==> src/rtl/pds_pkg.sv <==
package pds_pkg;

    typedef enum logic [1:0] {
        S_OFF  = 2'd0,
        S_RET  = 2'd1,
        S_WAKE = 2'd2,
        S_ACT  = 2'd3
    } dom_fsm_e;

    typedef enum logic {
        W_SLEEP = 1'b0,
        W_PEND  = 1'b1
    } wake_fsm_e;

    localparam logic [1:0] CODE_OFF = 2'b00;
    localparam logic [1:0] CODE_RET = 2'b01;
    localparam logic [1:0] CODE_ACT = 2'b10;

    localparam logic [2:0] MODE_IDLE = 3'd2;
    localparam logic [2:0] MODE_STBY = 3'd4;
    localparam logic [2:0] MODE_BKUP = 3'd5;
    localparam logic [2:0] MODE_OFF  = 3'd6;

    localparam logic [1:0] LINK_NONE  = 2'b00;
    localparam logic [1:0] LINK_0TO1  = 2'b01;
    localparam logic [1:0] LINK_1TO2  = 2'b10;
    localparam logic [1:0] LINK_0TO12 = 2'b11;

endpackage

==> src/rtl/pds_target.sv <==
module pds_target
    import pds_pkg::*;
#(
    parameter int NUM_PD  = 3,
    parameter int NUM_DYN = 2
) (
    input  logic [2:0]        mode_i,
    input  logic [NUM_PD-1:0] req_i,
    input  logic [NUM_DYN-1:0] dyn_en_i,
    input  logic [NUM_PD-1:0] force_i,
    input  logic [1:0]        link_i,
    input  logic              wake_pend_i,
    output logic [NUM_PD-1:0] want_act_o,
    output logic              power_off_o
);

    logic [NUM_PD-1:0] honoured;
    logic [NUM_PD-1:0] raw_need;
    logic [NUM_PD-1:0] linked;
    logic [NUM_PD-1:0] closed;

    // Only the lowest domains carry a dynamic wake enable.
    for (genvar g = 0; g < NUM_PD; g++) begin : g_hon
        if (g < NUM_DYN) begin : g_dyn
            assign honoured[g] = req_i[g] & dyn_en_i[g];
        end else begin : g_nodyn
            assign honoured[g] = 1'b0;
        end
    end

    assign raw_need = force_i | honoured;

    always_comb begin
        linked = raw_need;
        unique case (link_i)
            LINK_0TO1:  linked[1] = raw_need[1] | raw_need[0];
            LINK_1TO2:  linked[2] = raw_need[2] | raw_need[1];
            LINK_0TO12: begin
                linked[1] = raw_need[1] | raw_need[0];
                linked[2] = raw_need[2] | raw_need[0];
            end
            default:    linked = raw_need;
        endcase
    end

    // Ordering closure: a higher domain needs every lower one.
    always_comb begin
        closed[NUM_PD-1] = linked[NUM_PD-1];
        for (int n = NUM_PD - 2; n >= 0; n--) begin
            closed[n] = linked[n] | closed[n+1];
        end
    end

    always_comb begin
        power_off_o = (mode_i == MODE_BKUP) || (mode_i == MODE_OFF);
        if (mode_i == MODE_STBY && !wake_pend_i) begin
            want_act_o = closed;
        end else begin
            want_act_o = '1;
        end
    end

endmodule

==> src/rtl/pds_dom_fsm.sv <==
module pds_dom_fsm
    import pds_pkg::*;
#(
    parameter int WAKE_CYC = 4
) (
    input  logic       clk,
    input  logic       rst_n,
    input  logic       want_act_i,
    input  logic       power_off_i,
    input  logic       lower_act_i,
    input  logic       upper_busy_i,
    output logic [1:0] code_o,
    output logic       is_act_o,
    output logic       busy_o,
    output logic       ack_o
);

    localparam int CW = (WAKE_CYC > 1) ? $clog2(WAKE_CYC) : 1;
    localparam logic [CW-1:0] LOAD = CW'(WAKE_CYC - 1);

    dom_fsm_e       st, nxt;
    logic [CW-1:0]  cnt;

    always_comb begin
        nxt = st;
        unique case (st)
            S_OFF: begin
                if (!power_off_i && want_act_i && lower_act_i) nxt = S_WAKE;
            end
            S_RET: begin
                if (power_off_i)                       nxt = S_OFF;
                else if (want_act_i && lower_act_i)    nxt = S_WAKE;
            end
            S_WAKE: begin
                if (power_off_i)                       nxt = S_OFF;
                else if (!want_act_i)                  nxt = S_RET;
                else if (cnt == '0)                    nxt = S_ACT;
            end
            S_ACT: begin
                if (!upper_busy_i) begin
                    if (power_off_i)                   nxt = S_OFF;
                    else if (!want_act_i)              nxt = S_RET;
                end
            end
            default: nxt = S_OFF;
        endcase
    end

    // State register, wake counter and acknowledge.
    always_ff @(posedge clk or negedge rst_n) begin
        if (!rst_n) begin
            st    <= S_ACT;
            cnt   <= '0;
            ack_o <= 1'b0;
        end else begin
            st    <= nxt;
            ack_o <= (st == S_WAKE) && (nxt == S_ACT);
            if (st != S_WAKE && nxt == S_WAKE) begin
                cnt <= LOAD;
            end else if (st == S_WAKE && cnt != '0) begin
                cnt <= cnt - 1'b1;
            end
        end
    end

    always_comb begin
        unique case (st)
            S_OFF:   code_o = CODE_OFF;
            S_RET:   code_o = CODE_RET;
            S_WAKE:  code_o = CODE_RET;
            S_ACT:   code_o = CODE_ACT;
            default: code_o = CODE_OFF;
        endcase
        is_act_o = (st == S_ACT);
        busy_o   = (st == S_ACT) || (st == S_WAKE);
    end

    // acknowledge lasts a single cycle
    p_ack_single_r5: assert property (@(posedge clk) disable iff (!rst_n)
        ack_o |=> !ack_o);

    // acknowledge coincides with the domain reporting active
    p_ack_active_r5: assert property (@(posedge clk) disable iff (!rst_n)
        ack_o |-> code_o == CODE_ACT);

endmodule

==> src/rtl/pds_aon.sv <==
module pds_aon
    import pds_pkg::*;
(
    input  logic       clk,
    input  logic       rst_n,
    input  logic [2:0] mode_i,
    input  logic       irq_i,
    output logic [1:0] bkup_code_o,
    output logic [1:0] top_code_o,
    output logic       wake_pend_o
);

    wake_fsm_e ws, ws_nxt;

    always_comb begin
        ws_nxt = ws;
        unique case (ws)
            W_SLEEP: if (mode_i == MODE_STBY && irq_i) ws_nxt = W_PEND;
            W_PEND:  if (mode_i != MODE_STBY)          ws_nxt = W_SLEEP;
            default: ws_nxt = W_SLEEP;
        endcase
    end

    always_ff @(posedge clk or negedge rst_n) begin
        if (!rst_n) ws <= W_SLEEP;
        else        ws <= ws_nxt;
    end

    // Output register for the always-on and top domain codes.
    always_ff @(posedge clk or negedge rst_n) begin
        if (!rst_n) begin
            bkup_code_o <= CODE_ACT;
            top_code_o  <= CODE_ACT;
        end else begin
            bkup_code_o <= (mode_i == MODE_OFF) ? CODE_OFF : CODE_ACT;
            top_code_o  <= (mode_i == MODE_OFF || mode_i == MODE_BKUP) ? CODE_OFF : CODE_ACT;
        end
    end

    assign wake_pend_o = (ws == W_PEND);

    // top domain powered down one cycle after a deep mode request
    p_top_off_r3: assert property (@(posedge clk) disable iff (!rst_n)
        (mode_i == MODE_BKUP || mode_i == MODE_OFF) |=> top_code_o == CODE_OFF);

    // backup domain stays up outside the off mode
    p_bk_on_r3: assert property (@(posedge clk) disable iff (!rst_n)
        (mode_i != MODE_OFF) |=> bkup_code_o == CODE_ACT);

    // wake request holds while standby persists
    p_wake_hold_r10: assert property (@(posedge clk) disable iff (!rst_n)
        (wake_pend_o && mode_i == MODE_STBY) |=> wake_pend_o);

endmodule

==> src/rtl/pwrdom_seq.sv <==
module pwrdom_seq
    import pds_pkg::*;
#(
    parameter int NUM_PD   = 3,
    parameter int NUM_DYN  = 2,
    parameter int WAKE_CYC = 4
) (
    input  logic                  clk,
    input  logic                  rst_n,
    input  logic [2:0]            sleep_mode_i,
    input  logic [NUM_PD-1:0]     dom_req_i,
    input  logic [NUM_DYN-1:0]    dyn_en_i,
    input  logic [NUM_PD-1:0]     force_act_i,
    input  logic [1:0]            link_cfg_i,
    input  logic                  irq_i,
    output logic [1:0]            bkup_code_o,
    output logic [1:0]            top_code_o,
    output logic [2*NUM_PD-1:0]   dom_code_o,
    output logic [NUM_PD-1:0]     dom_ack_o,
    output logic                  cpu_wake_o
);

    logic [NUM_PD-1:0] want_act;
    logic              power_off;
    logic [NUM_PD-1:0] is_act;
    logic [NUM_PD-1:0] busy;
    logic              wake_pend;

    pds_aon u_aon (
        .clk         (clk),
        .rst_n       (rst_n),
        .mode_i      (sleep_mode_i),
        .irq_i       (irq_i),
        .bkup_code_o (bkup_code_o),
        .top_code_o  (top_code_o),
        .wake_pend_o (wake_pend)
    );

    pds_target #(.NUM_PD(NUM_PD), .NUM_DYN(NUM_DYN)) u_target (
        .mode_i      (sleep_mode_i),
        .req_i       (dom_req_i),
        .dyn_en_i    (dyn_en_i),
        .force_i     (force_act_i),
        .link_i      (link_cfg_i),
        .wake_pend_i (wake_pend),
        .want_act_o  (want_act),
        .power_off_o (power_off)
    );

    for (genvar g = 0; g < NUM_PD; g++) begin : g_dom
        logic lower_ok;
        logic upper_bz;
        if (g == 0) begin : g_bot
            assign lower_ok = 1'b1;
        end else begin : g_mid
            assign lower_ok = is_act[g-1];
        end
        if (g == NUM_PD - 1) begin : g_top
            assign upper_bz = 1'b0;
        end else begin : g_low
            assign upper_bz = busy[g+1];
        end

        pds_dom_fsm #(.WAKE_CYC(WAKE_CYC)) u_fsm (
            .clk          (clk),
            .rst_n        (rst_n),
            .want_act_i   (want_act[g]),
            .power_off_i  (power_off),
            .lower_act_i  (lower_ok),
            .upper_busy_i (upper_bz),
            .code_o       (dom_code_o[2*g +: 2]),
            .is_act_o     (is_act[g]),
            .busy_o       (busy[g]),
            .ack_o        (dom_ack_o[g])
        );

        if (g > 0) begin : g_chk
            // an active domain always has its lower neighbour active
            p_order_r6: assert property (@(posedge clk) disable iff (!rst_n)
                dom_code_o[2*g +: 2] == CODE_ACT |-> dom_code_o[2*(g-1) +: 2] == CODE_ACT);
        end

        // once off in a deep mode, a domain stays off
        p_off_hold_r11: assert property (@(posedge clk) disable iff (!rst_n)
            (dom_code_o[2*g +: 2] == CODE_OFF &&
             (sleep_mode_i == MODE_BKUP || sleep_mode_i == MODE_OFF))
            |=> dom_code_o[2*g +: 2] == CODE_OFF);
    end

    assign cpu_wake_o = wake_pend;

endmodule

==> config.mk <==
export PLATFORM = sky130hd
export DESIGN_NAME = pwrdom_seq
export DESIGN_NICKNAME = d
export VERILOG_FILES = /design/src/rtl/pds_pkg.sv /design/src/rtl/pds_target.sv /design/src/rtl/pds_dom_fsm.sv /design/src/rtl/pds_aon.sv /design/src/rtl/pwrdom_seq.sv
export SDC_FILE = /design/constraint.sdc
export NUM_CORES = 1
export LEC_CHECK = 0
export BUFFER_PORTS_ARGS = -buffer_cell sky130_fd_sc_hd__buf_4
export CORE_ASPECT_RATIO = 1.1
export CORE_MARGIN = 10
export CORE_UTILIZATION = 55
export CTS_CLUSTER_SIZE = 16
export DETAILED_ROUTE_END_ITERATION = 16
export HOLD_SLACK_MARGIN = 0.05
export PLACE_DENSITY = 0.76
export SETUP_SLACK_MARGIN = 0.1
export SYNTH_ARGS = -nofsm -noshare
export SYNTH_HDL_FRONTEND = slang
export SYNTH_SLANG_ARGS = --single-unit
==> constraint.sdc <==
create_clock -name clk -period 4.3 [get_ports clk]
set_input_delay 0.86 -clock clk [delete_from_list [all_inputs] [get_ports clk]]
set_output_delay 0.86 -clock clk [all_outputs]
set_load 0.005 [all_outputs]
# After elaboration in Yosys (flattened, before gate mapping)
# Index checks and enable logic that the tools add are counted.
op_classes:
  n_mux: 46
  n_addsub: 3
  n_eq_ne: 25
  bitwise_logic: 9
  reduce_logical: 39
ops:
  columns: ["op", "count"]
  rows:
  - ["2-to-1 mux 2 bit", 34]
  - ["== test 2 bit (second input constant)", 14]
  - ["one-hot mux 2 bit (4 select lines)", 3]
  - ["logical AND 1 bit", 18]
  - ["one-hot mux 2 bit (3 select lines)", 3]
  - ["zero test 2 bit", 6]
  - ["nonzero test 2 bit", 6]
  - ["== test 3 bit (second input constant)", 3]
  - ["== test 2 x 1 -> 1 bit (second input constant)", 4]
  - ["OR reduction 2 bit", 4]
  - ["!= test 2 bit (second input constant)", 3]
  - ["subtractor 2 x 1 -> 2 bit (second input constant)", 3]
  - ["bitwise OR 1 bit", 5]
  - ["one-hot mux 1 bit (2 select lines)", 2]
  - ["logical OR 1 bit", 3]
  - ["2-to-1 mux 1 bit", 3]
  - ["2-to-1 mux 3 bit", 1]
  - ["!= test 3 bit (second input constant)", 1]
  - ["bitwise OR 3 x 2 -> 3 bit", 1]
  - ["bitwise AND 1 bit", 2]
  - ["zero test 1 bit", 2]
  - ["NOT 1 bit", 1]
word_totals:
  regBits: 20
  in_bits: 16
  out_inout_bits: 14

# Longest topological paths before layout
# Gate-level depths: netlist of the first run.
logic_depth:
  ltp_word: 14
  mapped_depth: 9
  mapped_depth_nobuf: 8

# Hierarchy
# Synthesis of the first run repeated with hierarchy kept, for this count alone.
unflattened:
  cells_unflattened: 169
  hier_area_um2: 1554.0
by_module_without_submodules:
  columns: ["mod", "n_inst", "cells_per_inst", "area_each_um2"]
  rows:
  - ["pds_dom_fsm", 3, 48, 445.4]
  - ["pds_aon", 1, 11, 135.1]
  - ["pds_target", 1, 12, 75.1]
  - ["pwrdom_seq", 1, 2, 7.5]

# Least setup slack after synthesis of the first run
# OpenSTA, ideal clock, no wires.
synth_path:
  path_type: "input -> register"
  start: "input sleep_mode_i[1]"
  end: "register g_dom[0].u_fsm.cnt[0]"
  stages: 7
  setup_time_ns: 0.124
  path_slack_ns: 2.057
  arrival_ns: 2.119
  t_required_ns: 4.176
  path_cell_list: "xor2_1 > and2_1 > buf_6 > o41ai_1 > a31o_2 > nor2b_4 > o31a_1"
synth_via:
  elab_chain_cells: 10
  elab_cells_between_ends: 21
  cone_classes: "4 x eq/ne; 11 x mux; 6 x reduce/logical"
synth_lines:
  columns: ["item", "line_no", "rtl"]
  rows:
  - ["from (decl)", "pwrdom_seq.sv:10", "input logic [2:0] sleep_mode_i,"]
  - ["== test 3 bit", "pds_target.sv:56", "if (mode_i == MODE_STBY && !wake_pend_i) begin"]
  - ["logical AND 1 bit", "pds_target.sv:56", null]
  - ["2-to-1 mux 3 bit", "pds_target.sv:56", null]
  - ["2-to-1 mux 2 bit", "pds_dom_fsm.sv:42", "else if (!want_act_i) nxt = S_RET;"]
  - ["2-to-1 mux 2 bit", "pds_dom_fsm.sv:41", "if (power_off_i) nxt = S_OFF;"]
  - ["2-to-1 mux 2 bit", "pds_dom_fsm.sv:40", "if (!upper_busy_i) begin"]
  - ["one-hot mux 2 bit (4 select lines) *", "pds_dom_fsm.sv:26", "unique case (st)"]
  - ["via g_dom[0].u_fsm.nxt[0]", "pds_dom_fsm.sv:21", "dom_fsm_e st, nxt;"]
  - ["== test 2 bit *", "pds_dom_fsm.sv:58", "if (st != S_WAKE && nxt == S_WAKE) begin"]
  - ["logical AND 1 bit *", "pds_dom_fsm.sv:58", null]
  - ["2-to-1 mux 2 bit or nonzero test 2 bit (tied branches)", null, null]
  - ["to (signal assigned)", "pds_dom_fsm.sv:61", "cnt <= cnt - 1'b1;"]
  - ["to (decl)", "pds_dom_fsm.sv:22", "logic [CW-1:0] cnt;"]
# The timed path passes the listed nets; every way through them passes the cells marked *.
# A chain may end at the register's enable or synchronous reset.

# Worst setup path in the final report of the first run
layout_path:
  start: "register g_dom[1].u_fsm.st[0]"
  end: "output dom_code_o[3]"
layout_via:
  elab_chain_cells: 3
  elab_cells_between_ends: 6
  cone_classes: "3 x eq/ne; 1 x mux; 2 x reduce/logical"
layout_lines:
  columns: ["item", "line_no", "rtl"]
  rows:
  - ["from (decl)", "pds_dom_fsm.sv:21", null]
  - ["from (signal assigned)", "pds_dom_fsm.sv:56", "st <= nxt;"]
  - ["== test 2 x 1 -> 1 bit or == test 2 bit (tied branches)", "pds_dom_fsm.sv:67", "unique case (st)"]
  - ["OR reduction 2 bit (no source line)", null, null]
  - ["one-hot mux 2 bit (3 select lines) *", "pds_dom_fsm.sv:67", null]
  - ["to (decl)", "pwrdom_seq.sv:18", "output logic [2*NUM_PD-1:0] dom_code_o,"]
# Mark *: on every way between the ends. The rest lies on a longest branch, timed or not.

==> metrics.cfg, run 1 <==
[synthesis]
yosysUniqueCellTypes = 47
synth.yosys.seq_area_share_pct = 32.8
synth_cells = 158
synth-edff-count = 0
yosys_warnings = 0
avgSynthCellArea_um2 = 8.88
yosys_most_used_dff = dfrtp_1
async_reset_ff_share_pct = 100
syn_area_mm2 = 0.00140
ys_ff_latch = 18

[worst_setup_path]
cp_num_buf_inv = 1
start_kind = register
r2r_slack_ns = 2.08
crit_slowest_cell = dfstp_2
worstPathCellList = ha_1 -> buf_4
cp.arrival_ns = 1.46
crit_path_start = g_dom[1].u_fsm.st[0]
r2r_start = g_dom[1].u_fsm.st[0]
max_stage_delay_ns = 0.63
ff2ff_path_depth = 8
cp_top_family = flip-flops
critical_path.endpoint_type = primary output
cp.required_ns = 3.44
r2r-end = g_dom[0].u_fsm.cnt[1]
critPathKind = reg2out
worstPathMaxFanout = 9

[clock_network]
cts_resized = 0
cts.sinks = 18
cts_hold_buf = 0
postCtsSetupBuffers = 0
cts-root-buf = clkbuf_4
numCtsBuffers = 3
htree_num_levels = 1
clockBufferDepth = 2
path_clk_slew_ns = 0.11
cts_tree = done
clk_latency_ns = 0.30

[timing]
fin_skew_ns = 0.00509
fin_tns_setup_ns = 0
setup_viol = 0
final_hold_viol_count = 0
slew_viol_final = 0
fmax_mhz = 432
fin_crit_sh_pct = 53.9
fin_ws_ns = 1.98
min_period_ns = 2.32
rsz0062_at_grt = no

[routing]
drt_pre_antenna_iters = 4
wirelength_mm = 3.09
via_per_inst = 5.72
drtAntennaViolNets = 0
drt-initial-drc-count = 50
wire_per_inst_um = 14.7
drc = 0
num_vias = 1201

[floorplanning]
initial_core_util_pct = 56.7
die_h_um = 73.0
core.rowCount = 19
dieArea_mm2 = 0.00497
pin_count = 30
coreArea_mm2 = 0.00247
die_x_um = 68.2

[pwr]
power.density_mw_per_mm2 = 423
p_leak_nw = 0.775
swShare_pct = 38.1
seqPwrFrac_pct = 37.2
p_switching_mw = 0.258
vdd_ir_drop_max_v = 0.000305
comb_power_share_pct = 47.0
intPower_mw = 0.420
p_clk_share_pct = 15.8

[status]
status = complete, no violations

[grt]
grt_max_degree = 19
grt_pass1_vias = 1166
track_usage_pct = 12.9
grt_pass1_wl_mm = 5.13
grt-ovfl-total = 0
antenna_found_initial = 0

[finish]
nNetsFinal = 212
antenna_cells = 0
final_area_mm2 = 0.00161
layout-drive-gt1-share_pct = 25.7
final_util_pct = 64.9
syn2layout_area_growth_pct = 14.5

[placement]
io_buffers = 26
place.gp.congestion = 0.867
place_ws_ns = 1.74
placed_cell_area_mm2 = 0.00157
dpl.hpwl_mm = 2.43

[job]
cap_violations = 0

[worst_hold_path]
hold_class = in2async

-- metal layers --
metal / routed length (µm) / global-route usage [%]
met1: 1230 / 14.6
met2: 1690 / 22.7
met3: 126 / 2.15
met4: 46 / 5.59
met5: 0 / 0
-- synthesized netlist by cell type, drive strengths merged, types with 3 or more instances --
master / number / area share (%)
a21oi: 11 / 3.9
and2: 3 / 1.3
and3: 3 / 1.3
buf: 7 / 4.3
clkbuf: 3 / 0.80
dfrtp: 10 / 18
dfstp: 8 / 15
ha: 16 / 14
inv: 18 / 5.0
nand2: 10 / 2.7
nand3: 6 / 2.1
nand4: 3 / 1.8
nor2: 11 / 2.9
nor2b: 3 / 1.9
nor3: 3 / 1.1
o211ai: 3 / 1.6
o21ai: 10 / 3.6
xor2: 3 / 1.9
-- logic make-up after synthesis --
kind of cell | Yosys count | synth area share, %
AOI/OAI and AO/OA | 46 | 22.9
xor gates and xnor gates | 3 | 1.87
adders and majority gates | 16 | 14.3
buffers and inverters | 28 | 10.1
DFF | 18 | 32.8
other | 1 | 0.267
and+or+nand+nor | 46 | 17.8
-- sequential cells by signal, summed over array words and instances (netlist names) --
signal	flops
g_dom.u_fsm.st	6
u_aon.wake_pend_o	1
u_aon.bkup_code_o	1
u_aon.top_code_o	1
g_dom.u_fsm.ack_o	3
g_dom.u_fsm.cnt	6
-- power by group through the flow --
stage          Combinational [mW]  Sequential [mW]  Clock (mW)
3_3_place_gp                0.302            0.252           0
6_report                    0.319            0.253       0.107
4_1_cts                     0.321            0.253       0.111
2_1_floorplan               0.242            0.246           0
5_1_grt                     0.363            0.259       0.118
3_5_place_dp                0.319            0.256           0
-- worst reg2reg max path, stage by stage, from the launching register on --
cell and delay, ns:
dfstp_2 0.63, inv_1 0.09, ha_1 0.30, nor2_1 0.20
nand2_1 0.08, o41ai_1 0.26, a31o_2 0.27, nor2b_4 0.05
o31a_1 0.24
-- worst max path at each step --
stage / cells after the start / end
2_1_floorplan: 7 / g_dom[0].u_fsm.cnt[0]
3_3_place_gp: 8 / g_dom[2].u_fsm.cnt[0]
3_5_place_dp: 8 / g_dom[2].u_fsm.cnt[0]
4_1_cts: 2 / dom_code_o[3]
5_1_grt: 2 / dom_code_o[3]
6_report: 2 / dom_code_o[3]
-- metrics by stage --
step | instances | hold WS [ns] | power, mW
finish | 210 | 0.408 | 0.679
global route | 210 | 0.396 | 0.740
CTS | 210 | 0.404 | 0.684
detailed placement | 206 | 0.495 | 0.575
global placement | 206 | 0.488 | 0.554
floorplan | 159 | 0.476 | 0.488
-- placed cells by master, fill, tap and decap left out, types with 3 or more instances in the layout --
master    instances
dfrtp_1          10
o21ai_0           8
nor3_1            3
dfstp_2           8
nand2_1          10
and3_1            3
nor2_1           11
inv_1            17
and2_1            3
clkbuf_4          3
xor2_1            3
buf_4            26
nand3_1           6
ha_1             16
a21oi_1          11
o211ai_1          3
-- layout make-up --
| cell class | count | area, µm² |
|---|---|---|
| inverter | 18 | 70.1 |
| timing repair buffer | 26 | 195 |
| multi-input combinational | 113 | 805 |
| clock buffer | 4 | 36.3 |
| fill | 216 | 867 |
| sequential | 18 | 460 |
| tap | 31 | 38.8 |
Power figures use the tool's default switching activity.
==> inputs of run 2 (changes only) <==
--- a/config.mk
+++ b/config.mk
@@ -5,6 +5,7 @@
 export SDC_FILE = /design/constraint.sdc
 export NUM_CORES = 1
 export LEC_CHECK = 0
+export ABC_AREA = 1
 export BUFFER_PORTS_ARGS = -buffer_cell sky130_fd_sc_hd__buf_4
 export CORE_ASPECT_RATIO = 1.1
 export CORE_MARGIN = 10
==> constraint.sdc (replaced) <==
create_clock -name clk -period 2.35 [get_ports clk]
set_input_delay 0.47 -clock clk [delete_from_list [all_inputs] [get_ports clk]]
set_output_delay 0.47 -clock clk [all_outputs]
set_load 0.005 [all_outputs]
==> run 2 against run 1 <==
Register-to-register slack got worse by 1.7 ns. Cell count up 20%. Count of clock-buffer cells in the layout unchanged. Combinational power rose to 3.4 times the previous value. Critical path type is now reg2reg. Largest cell class unchanged.
==> metrics.cfg, run 2 <==
[finish]
nNetsFinal = 253
layout_commonest_cell = nand2_1
layout-drive-gt1-share_pct = 27.7
final_util_pct = 67.3
syn2layout_area_growth_pct = 15.9
reg_top3 = g_dom.u_fsm.cnt (6), g_dom.u_fsm.st (6), g_dom.u_fsm.ack_o (3)
antenna_cells = 0
final_cell_mix = nand2_1 (51), inv_1 (30), buf_4 (26)
layoutNonFillerInstCount = 251

[worst_setup_path]
critical_path.endpoint_type = register
start_kind = register
r2r_slack_ns = 0.37
ff2ff_path_depth = 10
r2r_start = g_dom[2].u_fsm.st[0]
worstPathMaxFanout = 5
crit_path_start = g_dom[2].u_fsm.st[0]
cp.required_ns = 2.56
r2r-end = g_dom[1].u_fsm.cnt[0]
cp.arrival_ns = 2.19
critPathKind = reg2reg

[floorplanning]
coreArea_mm2 = 0.00254
dieArea_mm2 = 0.00516
die_x_um = 69.4
die_h_um = 74.4
pin_count = 30
core.rowCount = 19
initial_core_util_pct = 58.1

[routing]
via_per_inst = 4.98
drc = 0
wirelength_mm = 3.03
drt_pre_antenna_iters = 4
num_vias = 1251
wire_per_inst_um = 12.1
drtAntennaViolNets = 0
drt-initial-drc-count = 42

[job]
cap_violations = 0

[pwr]
power.density_mw_per_mm2 = 1080
vdd_ir_drop_max_v = 0.000921
p_leak_nw = 0.965
total_power_mw = 1.84

[clock_network]
cts.sinks = 18
path_clk_slew_ns = 0.11
clockBufferDepth = 2
clk_latency_ns = 0.31
htree_num_levels = 1
cts_tree = done
numCtsBuffers = 3
cts_resized = 0
cts-root-buf = clkbuf_4

[worst_hold_path]
hold_class = in2reg
min_from = sleep_mode_i[2]
holdPathStages = 2
hold_end = u_aon.bkup_code_o[1]

[placement]
dpl.hpwl_mm = 2.50
place.gp.congestion = 0.910
dpl.cell_count = 246
io_buffers = 26

[synthesis]
async_reset_ff_share_pct = 100
synth-edff-count = 0
yosys_warnings = 0
synth_top_area_cell = dfrtp_1
syn_area_mm2 = 0.00148
synth_cells = 194
ys_ff_latch = 18
synth_top_cell_area_share_pct = 16.9
synth.yosys.seq_area_share_pct = 31.2
yosys_most_used_dff = dfrtp_1
synth_most_common_cell = nand2_1
synth.area.top_cells = dfrtp_1 (17%), dfstp_2 (14%), ha_1 (14%), nand2_1 (13%), inv_1 (7.6%)
avgSynthCellArea_um2 = 7.62
yosysUniqueCellTypes = 34
synth_common_cells = nand2_1 (51), inv_1 (30), ha_1 (16), nor2_1 (13), nand3_1 (12)

[status]
status = complete, no violations

[timing]
fin_tns_setup_ns = 0
worst_hold_slack_ns = 0.316
final_hold_viol_count = 0
fin_crit_sh_pct = 84.2
fin_skew_ns = 0.0106
fmax_mhz = 505
min_period_ns = 1.98
rsz0062_at_grt = no
setup_viol = 0
slew_viol_final = 0

[grt]
antenna_found_initial = 0
grt-ovfl-total = 0
grt_max_degree = 19
track_usage_pct = 11.7
grt_use_met1_pct = 12.3
met3_usage_pct = 3.06
grt_pass1_wl_mm = 5.11
grt_util_met2_pct = 21.5
top_usage_layer = met2
grt_pass1_vias = 1224

-- run 2: final cells by class --
class / count / area [µm²]
multi-input cells: 137 / 845
flip-flops and latches: 18 / 460
fillers: 222 / 831
inverters: 34 / 128
well taps: 31 / 38.8
clock buffers: 4 / 36.3
repair buffers: 27 / 205
-- run 2: what timing repair did --
action	in CTS	in global routing
hold buffers	1	0
endpoints found under the hold margin	10	0
setup buffers	0	0
-- run 2: metrics by stage --
| stage | instance area (µm²) | setup slack (ns) |
|---|---|---|
| after floorplan | 1480 | 0.687 |
| final | 1710 | 0.371 |
| after global placement | 1670 | 0.502 |
| after CTS | 1710 | 0.387 |
| after global routing | 1710 | 0.242 |
| after detailed placement | 1670 | 0.424 |
-- run 2: how the worst max path moves through the flow --
stage	depth (start not counted)	slack, ns	end
3_5_place_dp	10	0.42	g_dom[1].u_fsm.cnt[0]
6_report	10	0.37	g_dom[1].u_fsm.cnt[0]
5_1_grt	10	0.24	g_dom[1].u_fsm.cnt[1]
4_1_cts	10	0.39	g_dom[1].u_fsm.cnt[0]
2_1_floorplan	10	0.69	g_dom[1].u_fsm.cnt[0]
3_3_place_gp	10	0.50	g_dom[1].u_fsm.cnt[1]
-- run 2: kinds of logic after synthesis --
logic type	share of synthesized area (%)
other	0.254
AO/OA/AOI/OAI	7.45
buffers and inverters	11.9
AND/OR/NAND/NOR	33.9
adder cells (fa/ha/maj)	13.5
XOR/XNOR	1.78
flip-flops	31.2
-- run 2: critical path, stage by stage (launching register included) --
cell and delay, ns:
dfstp_2 0.58, inv_1 0.08, ha_1 0.24, nor2_1 0.29
nand4_1 0.19, nand3_1 0.11, nand3_1 0.08, nand2_1 0.11
inv_2 0.06, nand3_2 0.08, nand2_1 0.05
-- run 2: report_power, final --
part / switching [mW] / internal (mW) / total [mW]
clock network: 0.107 / 0.0948 / 0.202
registers: 0.0905 / 0.458 / 0.548
logic: 0.648 / 0.446 / 1.09
total: 0.845 / 0.999 / 1.84
-- run 2: layer usage --
metal	wire length, µm	vias up
li1	-	643
met1	1210	569
met2	1620	34
met3	141	5
met4	56	0
met5	0	-
